File: config.mk
export PLATFORM = sky130hd
export DESIGN_NAME = twi_regfile_target
export DESIGN_NICKNAME = d
export VERILOG_FILES = /design/src/rtl/twi_tgt_pkg.sv /design/src/rtl/twi_line_sync.sv /design/src/rtl/twi_regbank.sv /design/src/rtl/twi_tgt_engine.sv /design/src/rtl/twi_regfile_target.sv
export SDC_FILE = /design/constraint.sdc
export NUM_CORES = 1
export LEC_CHECK = 0
export BUFFER_PORTS_ARGS = -buffer_cell sky130_fd_sc_hd__buf_2
export CAP_MARGIN = 20
export CORE_UTILIZATION = 60
export CTS_BUF_LIST = sky130_fd_sc_hd__clkbuf_8
export DETAILED_ROUTE_END_ITERATION = 12
export PLACE_DENSITY_LB_ADDON = 0.25
export SLEW_MARGIN = 20
export SYNTH_ARGS = -nofsm -noshare
export SYNTH_HDL_FRONTEND = slang
export SYNTH_SLANG_ARGS = --single-unit
File: constraint.sdc
create_clock -name clk -period 3.9 [get_ports clk]
set_clock_uncertainty 0.1 [all_clocks]
set_input_delay 1.17 -clock clk [delete_from_list [all_inputs] [get_ports clk]]
set_output_delay 1.17 -clock clk [all_outputs]
set_load 0.05 [all_outputs]
File: src/rtl/twi_tgt_pkg.sv
package twi_tgt_pkg;

    localparam int REG_COUNT = 16;
    localparam int RO_FIRST  = 12;
    localparam int AW        = $clog2(REG_COUNT);
    localparam int IDX_W     = AW + 1;

    typedef logic [IDX_W-1:0] ptr_t;
    typedef logic [7:0]       byte_t;

    localparam ptr_t PTR_END  = ptr_t'(REG_COUNT);
    localparam ptr_t RO_START = ptr_t'(RO_FIRST);

    typedef enum logic [3:0] {
        ST_IDLE,
        ST_ADDR,
        ST_ADDR_ACK,
        ST_INDEX,
        ST_INDEX_ACK,
        ST_WDATA,
        ST_WDATA_ACK,
        ST_RFETCH,
        ST_RDATA,
        ST_RACK
    } tgt_state_e;

    typedef struct packed {
        logic scl;
        logic sda;
        logic scl_rise;
        logic scl_fall;
        logic start;
        logic stop;
    } line_ev_t;

    function automatic byte_t reset_value(ptr_t i);
        return byte_t'({i[AW-1:0], ~i[AW-1:0]});
    endfunction

    function automatic ptr_t ptr_step(ptr_t p);
        return (p < PTR_END) ? ptr_t'(p + 1'b1) : p;
    endfunction

endpackage

File: src/rtl/twi_line_sync.sv
module twi_line_sync
    import twi_tgt_pkg::*;
#(
    parameter int SYNC_STAGES = 2
) (
    input  logic     clk,
    input  logic     rst,
    input  logic     scl_in,
    input  logic     sda_in,
    output line_ev_t ev
);
    logic [SYNC_STAGES-1:0] scl_pipe;
    logic [SYNC_STAGES-1:0] sda_pipe;
    logic                   scl_prev;
    logic                   sda_prev;
    logic                   scl_now;
    logic                   sda_now;

    generate
        if (SYNC_STAGES == 1) begin : g_one
            always_ff @(posedge clk) begin
                if (rst) begin
                    scl_pipe <= '1;
                    sda_pipe <= '1;
                end else begin
                    scl_pipe <= scl_in;
                    sda_pipe <= sda_in;
                end
            end
        end else begin : g_chain
            always_ff @(posedge clk) begin
                if (rst) begin
                    scl_pipe <= '1;
                    sda_pipe <= '1;
                end else begin
                    scl_pipe <= {scl_pipe[SYNC_STAGES-2:0], scl_in};
                    sda_pipe <= {sda_pipe[SYNC_STAGES-2:0], sda_in};
                end
            end
        end
    endgenerate

    assign scl_now = scl_pipe[SYNC_STAGES-1];
    assign sda_now = sda_pipe[SYNC_STAGES-1];

    always_ff @(posedge clk) begin
        if (rst) begin
            scl_prev <= 1'b1;
            sda_prev <= 1'b1;
        end else begin
            scl_prev <= scl_now;
            sda_prev <= sda_now;
        end
    end

    always_comb begin
        ev.scl      = scl_now;
        ev.sda      = sda_now;
        ev.scl_rise = scl_now & ~scl_prev;
        ev.scl_fall = ~scl_now & scl_prev;
        ev.start    = scl_now & scl_prev & sda_prev & ~sda_now;
        ev.stop     = scl_now & scl_prev & ~sda_prev & sda_now;
    end
endmodule

File: src/rtl/twi_regbank.sv
module twi_regbank
    import twi_tgt_pkg::*;
#(
    parameter int FETCH_CYC = 12
) (
    input  logic  clk,
    input  logic  rst,
    input  logic  wr_en,
    input  ptr_t  wr_idx,
    input  byte_t wr_data,
    input  logic  rd_req,
    input  ptr_t  rd_idx,
    output byte_t rd_data,
    output logic  rd_valid
);
    byte_t                mem [REG_COUNT];
    byte_t                rd_q;
    logic [FETCH_CYC-1:0] vpipe;

    always_ff @(posedge clk) begin
        if (rst) begin
            for (int i = 0; i < REG_COUNT; i++) begin
                mem[i] <= reset_value(ptr_t'(i));
            end
        end else if (wr_en && (wr_idx < RO_START)) begin
            mem[wr_idx[AW-1:0]] <= wr_data;
        end
    end

    always_ff @(posedge clk) begin
        if (rst) begin
            rd_q <= '0;
        end else if (rd_req) begin
            rd_q <= (rd_idx < PTR_END) ? mem[rd_idx[AW-1:0]] : 8'hFF;
        end
    end

    generate
        if (FETCH_CYC == 1) begin : g_short
            always_ff @(posedge clk) begin
                if (rst) vpipe <= '0;
                else     vpipe <= rd_req;
            end
        end else begin : g_long
            always_ff @(posedge clk) begin
                if (rst) vpipe <= '0;
                else     vpipe <= {vpipe[FETCH_CYC-2:0], rd_req};
            end
        end
    endgenerate

    assign rd_data  = rd_q;
    assign rd_valid = vpipe[FETCH_CYC-1];
endmodule

File: src/rtl/twi_tgt_engine.sv
module twi_tgt_engine
    import twi_tgt_pkg::*;
#(
    parameter logic [6:0] TGT_ADDR = 7'h2A
) (
    input  logic     clk,
    input  logic     rst,
    input  line_ev_t ev,
    input  byte_t    rd_data,
    input  logic     rd_valid,
    output logic     sda_oe,
    output logic     scl_oe,
    output logic     wr_en,
    output ptr_t     wr_idx,
    output byte_t    wr_data,
    output logic     rd_req,
    output ptr_t     rd_idx,
    output logic     busy,
    output ptr_t     ptr
);
    localparam byte_t IDX_LIMIT = byte_t'(REG_COUNT);

    tgt_state_e state;
    logic [3:0] cnt;
    byte_t      sreg;
    logic       dir_rd;
    logic       mack;

    always_ff @(posedge clk) begin
        if (rst) begin
            state  <= ST_IDLE;
            cnt    <= '0;
            sreg   <= '0;
            dir_rd <= 1'b0;
            mack   <= 1'b0;
            ptr    <= '0;
            sda_oe <= 1'b0;
            scl_oe <= 1'b0;
            wr_en  <= 1'b0;
            rd_req <= 1'b0;
        end else begin
            wr_en  <= 1'b0;
            rd_req <= 1'b0;
            if (ev.stop) begin
                state  <= ST_IDLE;
                sda_oe <= 1'b0;
                scl_oe <= 1'b0;
            end else if (ev.start) begin
                state  <= ST_ADDR;
                cnt    <= '0;
                sda_oe <= 1'b0;
                scl_oe <= 1'b0;
            end else begin
                case (state)
                    ST_ADDR, ST_INDEX, ST_WDATA: begin
                        if (ev.scl_rise) begin
                            sreg <= {sreg[6:0], ev.sda};
                            cnt  <= cnt + 4'd1;
                        end else if (ev.scl_fall && cnt == 4'd8) begin
                            cnt <= '0;
                            if (state == ST_ADDR) begin
                                if (sreg[7:1] == TGT_ADDR) begin
                                    sda_oe <= 1'b1;
                                    dir_rd <= sreg[0];
                                    state  <= ST_ADDR_ACK;
                                end else begin
                                    state <= ST_IDLE;
                                end
                            end else if (state == ST_INDEX) begin
                                if (sreg < IDX_LIMIT) begin
                                    sda_oe <= 1'b1;
                                    ptr    <= ptr_t'(sreg);
                                    state  <= ST_INDEX_ACK;
                                end else begin
                                    state <= ST_IDLE;
                                end
                            end else begin
                                if (ptr < RO_START) begin
                                    sda_oe <= 1'b1;
                                    wr_en  <= 1'b1;
                                    state  <= ST_WDATA_ACK;
                                end else begin
                                    state <= ST_IDLE;
                                end
                            end
                        end
                    end
                    ST_ADDR_ACK: begin
                        if (ev.scl_fall) begin
                            sda_oe <= 1'b0;
                            if (dir_rd) begin
                                scl_oe <= 1'b1;
                                rd_req <= 1'b1;
                                state  <= ST_RFETCH;
                            end else begin
                                state <= ST_INDEX;
                            end
                        end
                    end
                    ST_INDEX_ACK: begin
                        if (ev.scl_fall) begin
                            sda_oe <= 1'b0;
                            state  <= ST_WDATA;
                        end
                    end
                    ST_WDATA_ACK: begin
                        if (ev.scl_fall) begin
                            sda_oe <= 1'b0;
                            ptr    <= ptr_step(ptr);
                            state  <= ST_WDATA;
                        end
                    end
                    ST_RFETCH: begin
                        if (rd_valid) begin
                            sreg   <= rd_data;
                            sda_oe <= ~rd_data[7];
                            cnt    <= 4'd1;
                            state  <= ST_RDATA;
                        end
                    end
                    ST_RDATA: begin
                        scl_oe <= 1'b0;
                        if (ev.scl_fall) begin
                            if (cnt == 4'd8) begin
                                sda_oe <= 1'b0;
                                state  <= ST_RACK;
                            end else begin
                                sreg   <= {sreg[6:0], 1'b0};
                                sda_oe <= ~sreg[6];
                                cnt    <= cnt + 4'd1;
                            end
                        end
                    end
                    ST_RACK: begin
                        if (ev.scl_rise) begin
                            mack <= ~ev.sda;
                        end else if (ev.scl_fall) begin
                            if (mack) begin
                                ptr    <= ptr_step(ptr);
                                scl_oe <= 1'b1;
                                rd_req <= 1'b1;
                                state  <= ST_RFETCH;
                            end else begin
                                state <= ST_IDLE;
                            end
                        end
                    end
                    default: state <= ST_IDLE;
                endcase
            end
        end
    end

    assign wr_idx  = ptr;
    assign wr_data = sreg;
    assign rd_idx  = ptr;
    assign busy    = (state != ST_IDLE);
endmodule

File: src/rtl/twi_regfile_target.sv
module twi_regfile_target
    import twi_tgt_pkg::*;
#(
    parameter logic [6:0] TGT_ADDR    = 7'h2A,
    parameter int         FETCH_CYC   = 12,
    parameter int         SYNC_STAGES = 2
) (
    input  logic clk,
    input  logic rst,
    input  logic scl_i,
    input  logic sda_i,
    output logic scl_oe,
    output logic sda_oe
);
    line_ev_t ev;
    logic     wr_en;
    ptr_t     wr_idx;
    byte_t    wr_data;
    logic     rd_req;
    ptr_t     rd_idx;
    byte_t    rd_data;
    logic     rd_valid;
    logic     busy;
    ptr_t     ptr;

    twi_line_sync #(.SYNC_STAGES(SYNC_STAGES)) u_sync (
        .clk    (clk),
        .rst    (rst),
        .scl_in (scl_i),
        .sda_in (sda_i),
        .ev     (ev)
    );

    twi_tgt_engine #(.TGT_ADDR(TGT_ADDR)) u_engine (
        .clk      (clk),
        .rst      (rst),
        .ev       (ev),
        .rd_data  (rd_data),
        .rd_valid (rd_valid),
        .sda_oe   (sda_oe),
        .scl_oe   (scl_oe),
        .wr_en    (wr_en),
        .wr_idx   (wr_idx),
        .wr_data  (wr_data),
        .rd_req   (rd_req),
        .rd_idx   (rd_idx),
        .busy     (busy),
        .ptr      (ptr)
    );

    twi_regbank #(.FETCH_CYC(FETCH_CYC)) u_bank (
        .clk      (clk),
        .rst      (rst),
        .wr_en    (wr_en),
        .wr_idx   (wr_idx),
        .wr_data  (wr_data),
        .rd_req   (rd_req),
        .rd_idx   (rd_idx),
        .rd_data  (rd_data),
        .rd_valid (rd_valid)
    );
endmodule

==> run summary <==
The run finished with clean final reports. Post-place setup slack: 726 ps. Summed over all layers, the global routing overflow is 0. The worst hold path belongs to the class reg -> reg. In the final layout, the share of cells above drive strength 1 is 14.4%.

The horizontal extent of the die works out to 121 um. The ratio of total power to cell area is 477 nW/um2, and the number of library cell types mapped by synthesis is 64. The synthesized netlist occupies a cell area of 8530 um2.

At the worst endpoint, the arrival time is 3030 ps. Setup repair after global routing left no endpoint under its margin. sky130_fd_sc_hd__edfxtp_1 is the most common cell in the netlist. Fraction of the cycle the final worst path needs: 70.2%.

The clock input transition at the sequential cells of the worst setup and hold paths came out at 100 ps. After synthesis, the cell types taking the most area are sky130_fd_sc_hd__edfxtp_1 (45%), sky130_fd_sc_hd__dfxtp_1 (13%), sky130_fd_sc_hd__mux4_2 (8.4%). For the worst setup path, the data required time is 4190 ps. For the pin count of the biggest net entering global routing, the log shows 86.

In this run, synthesis inferred 128 flip-flops with an integrated enable. The Yosys step of the flow raised 0 warnings. For the finished layout, the period the worst path requires is 2740 ps. The run gives 65.5% as the end-of-flow core utilization.

Based on the critical path, the design can be clocked at up to 365 MHz. The first detailed-routing pass took 5 iterations. After clock tree synthesis, the flow added hold-fix buffers numbering 0. The total I/O pin count was 6; the initial core utilization was 61.5%. The weighted congestion reported at the end of routability-driven placement was 0.911; the number of buffers created by CTS was 17. Sequential cells were found to cover 58.4% of the synthesized design area. The top fanout value on the critical path is 17, and the mean routed wirelength per cell is 20.3 um. The library cell used as clock root buffer was sky130_fd_sc_hd__clkbuf_8.

Wires add up to 18000 um. A synthesized cell averages 12.4 um2. The count of cells resized by post-cts repair is 0, and the count of nets after finishing is 705. Hold is met by 322 ps. The clock passes through at most 2 buffers. In this run the tool buffered the top-level ports with 5 buffer cells. The tools report the via count of the first global-routing pass as 5223. In the routed design, unresolved DRC markers number 0. The half-perimeter wire length after placement is 11900 um, and the number of failing hold endpoints at the final stage is 0. The die outline height was 121 um. At the pin with the least slew margin, the transition time is 986 ps.

After synthesis, the most frequently instantiated cells are sky130_fd_sc_hd__edfxtp_1 (128), sky130_fd_sc_hd__dfxtp_1 (57), sky130_fd_sc_hd__nand2_1 (44), sky130_fd_sc_hd__clkbuf_1 (41), sky130_fd_sc_hd__nor2b_1 (35). The final route contains 5554 vias. The total global-route track usage is 26.3%, and the slack of the critical path is 1160 ps.

The first-pass GRT wire length was 28300 um; the number of antenna cells inserted was 0. Peak ir drop on the vdd network: 0.000380 V. The number of antenna violations at the first check in global routing was 0; the area growth from synthesis to final layout was 6.60%. The clock sink count was 185; the power after layout was 4.34 mW.

The H-tree level count came out at 4. After detailed routing, the number of vias per cell comes to 6.25. STA classifies the critical path startpoint as a flip-flop.

The setup slack of the worst register-to-register path was 1160 ps; the detailed router's first-iteration violation count was 611. The run gives 14700 um2 as the area of the die. The logs give 0 for the number of pins with negative max-slew slack in the final report and 0 for the remaining number of nets flagged by the antenna check after routing. Kind of critical path: reg -> reg. The run gives 0 as the final setup violation count. The run gives 0 ps as the aggregate negative setup slack. The most used flip-flop cell after synthesis was sky130_fd_sc_hd__edfxtp_1. The total of flip-flops plus latches after synthesis came out at 185. Counting flops with an async set or reset pin after synthesis yields a share of 0%.

Clock latency on the worst-skew pair, taken at its later pin, is 460 ps. TritonCTS built the clock tree. In this run the post-CTS setup repair buffer count came out at 0.

The tool flagged a number of max-cap violations equal to 0. After floorplanning, the core was divided into 43 placement rows. In this run the tightest slew margin relative to its limit is 34.2%.

The synthesized netlist cell count is 687, and the top cell type's share of synthesized area is 45.0%. For the leakage power of the design, the log shows 2.99 nW. Of all cell types, the one taking the most synthesized area is sky130_fd_sc_hd__edfxtp_1. The core outline area is 13900 um2.

The worst setup path is captured at a flip-flop.
==> area by class of cell <==
class,count,area (um2)
Sequential cell,185,4990
Inverter,10,37.5
Clock inverter,14,145
Tap cell,180,225
Fill cell,996,4780
Timing Repair Buffer,14,92.6
Clock buffer,18,248
Multi-Input combinational cell,467,3360
==> routing by layer <==
metal,track usage [%],part of all wire (%),vias up
li1,-,-,2554
met1,34.7,41,2699
met2,42.5,49,267
met3,6.58,7.7,34
met4,9.26,2.1,0
met5,0,0,-
==> per-stage QoR <==
| stage | cells | instance area, um2 |
|---|---|---|
| finish | 888 | 9100 |
| global route | 888 | 9100 |
| CTS | 888 | 9090 |
| detailed placement | 856 | 8700 |
| global placement | 856 | 8700 |
| floorplan | 717 | 8650 |
==> registers in the layout (all words and copies together), names as in the netlist, 2 cells and up, named ones only <==
signal,count
u_bank.mem,128
u_bank.vpipe,12
u_bank.rd_data,8
u_engine.wr_data,8
u_engine.ptr,5
u_engine.cnt,4
u_engine.state,4
u_sync.scl_pipe,2
u_sync.sda_pipe,2
==> kinds of logic (layout without fill, tap and decap cells) <==
logic type	after synthesis	count (layout)	share of synthesized area [%]
adders and majority gates	6	6	0.880
xor gates and xnor gates	1	1	0.103
DFF	185	185	58.4
AOI/OAI and AO/OA	103	103	8.61
other	2	32	0.0880
muxes	36	36	8.93
buffers and inverters	65	56	3.52
and+or+nand+nor	289	289	19.5
==> power by group <==
part / total (mW) / switching [mW] / leakage, nW / internal [mW]
clock network: 1.28 / 0.685 / 0.208 / 0.592
logic: 0.650 / 0.368 / 1.19 / 0.282
registers: 2.42 / 0.232 / 1.60 / 2.18
total: 4.34 / 1.29 / 2.99 / 3.06
==> path summary, 6_finish.rpt <==
path | startpoint | to | cells after the start
worst min register to register | u_sync.scl_pipe[0] | u_sync.scl_pipe[1] | 1
worst max register to register | u_engine.wr_data[6] | u_engine.sda_oe | 5
worst max-delay path | u_engine.wr_data[6] | u_engine.sda_oe | 5
worst min-delay path | u_sync.scl_pipe[0] | u_sync.scl_pipe[1] | 1
==> cell usage in the layout (no fill, tap or decap), types with 4 or more instances in the layout <==
master / instances
sky130_fd_sc_hd__nor4_1: 13
sky130_fd_sc_hd__nor2b_1: 35
sky130_fd_sc_hd__or2_1: 23
sky130_fd_sc_hd__buf_2: 5
sky130_fd_sc_hd__edfxtp_1: 128
sky130_fd_sc_hd__a311oi_1: 7
sky130_fd_sc_hd__and3_1: 34
sky130_fd_sc_hd__buf_4: 9
sky130_fd_sc_hd__or2_2: 15
sky130_fd_sc_hd__nor3_1: 8
sky130_fd_sc_hd__ha_1: 6
sky130_fd_sc_hd__conb_1: 32
sky130_fd_sc_hd__nand2b_1: 23
sky130_fd_sc_hd__a211oi_1: 23
sky130_fd_sc_hd__nand3b_1: 7
sky130_fd_sc_hd__inv_1: 9
sky130_fd_sc_hd__and2_1: 23
sky130_fd_sc_hd__nor2_1: 32
sky130_fd_sc_hd__o21ai_0: 12
sky130_fd_sc_hd__dfxtp_1: 55
sky130_fd_sc_hd__o31ai_1: 10
sky130_fd_sc_hd__mux4_2: 32
sky130_fd_sc_hd__a21oi_1: 18
sky130_fd_sc_hd__a221oi_1: 4
sky130_fd_sc_hd__nand2_1: 44
sky130_fd_sc_hd__or3_1: 4
sky130_fd_sc_hd__clkbuf_8: 18
sky130_fd_sc_hd__nand3_1: 8
sky130_fd_sc_hd__clkinv_2: 5
==> critical path, cell delays in order, from the launching register on <==
cell                      delay (ps)
sky130_fd_sc_hd__dfxtp_1         830
sky130_fd_sc_hd__or4b_4          570
sky130_fd_sc_hd__o32a_1          290
sky130_fd_sc_hd__o22a_1          220
sky130_fd_sc_hd__or4_1           510
sky130_fd_sc_hd__a21oi_1         150
No activity file was read; power rests on OpenSTA's default activity.
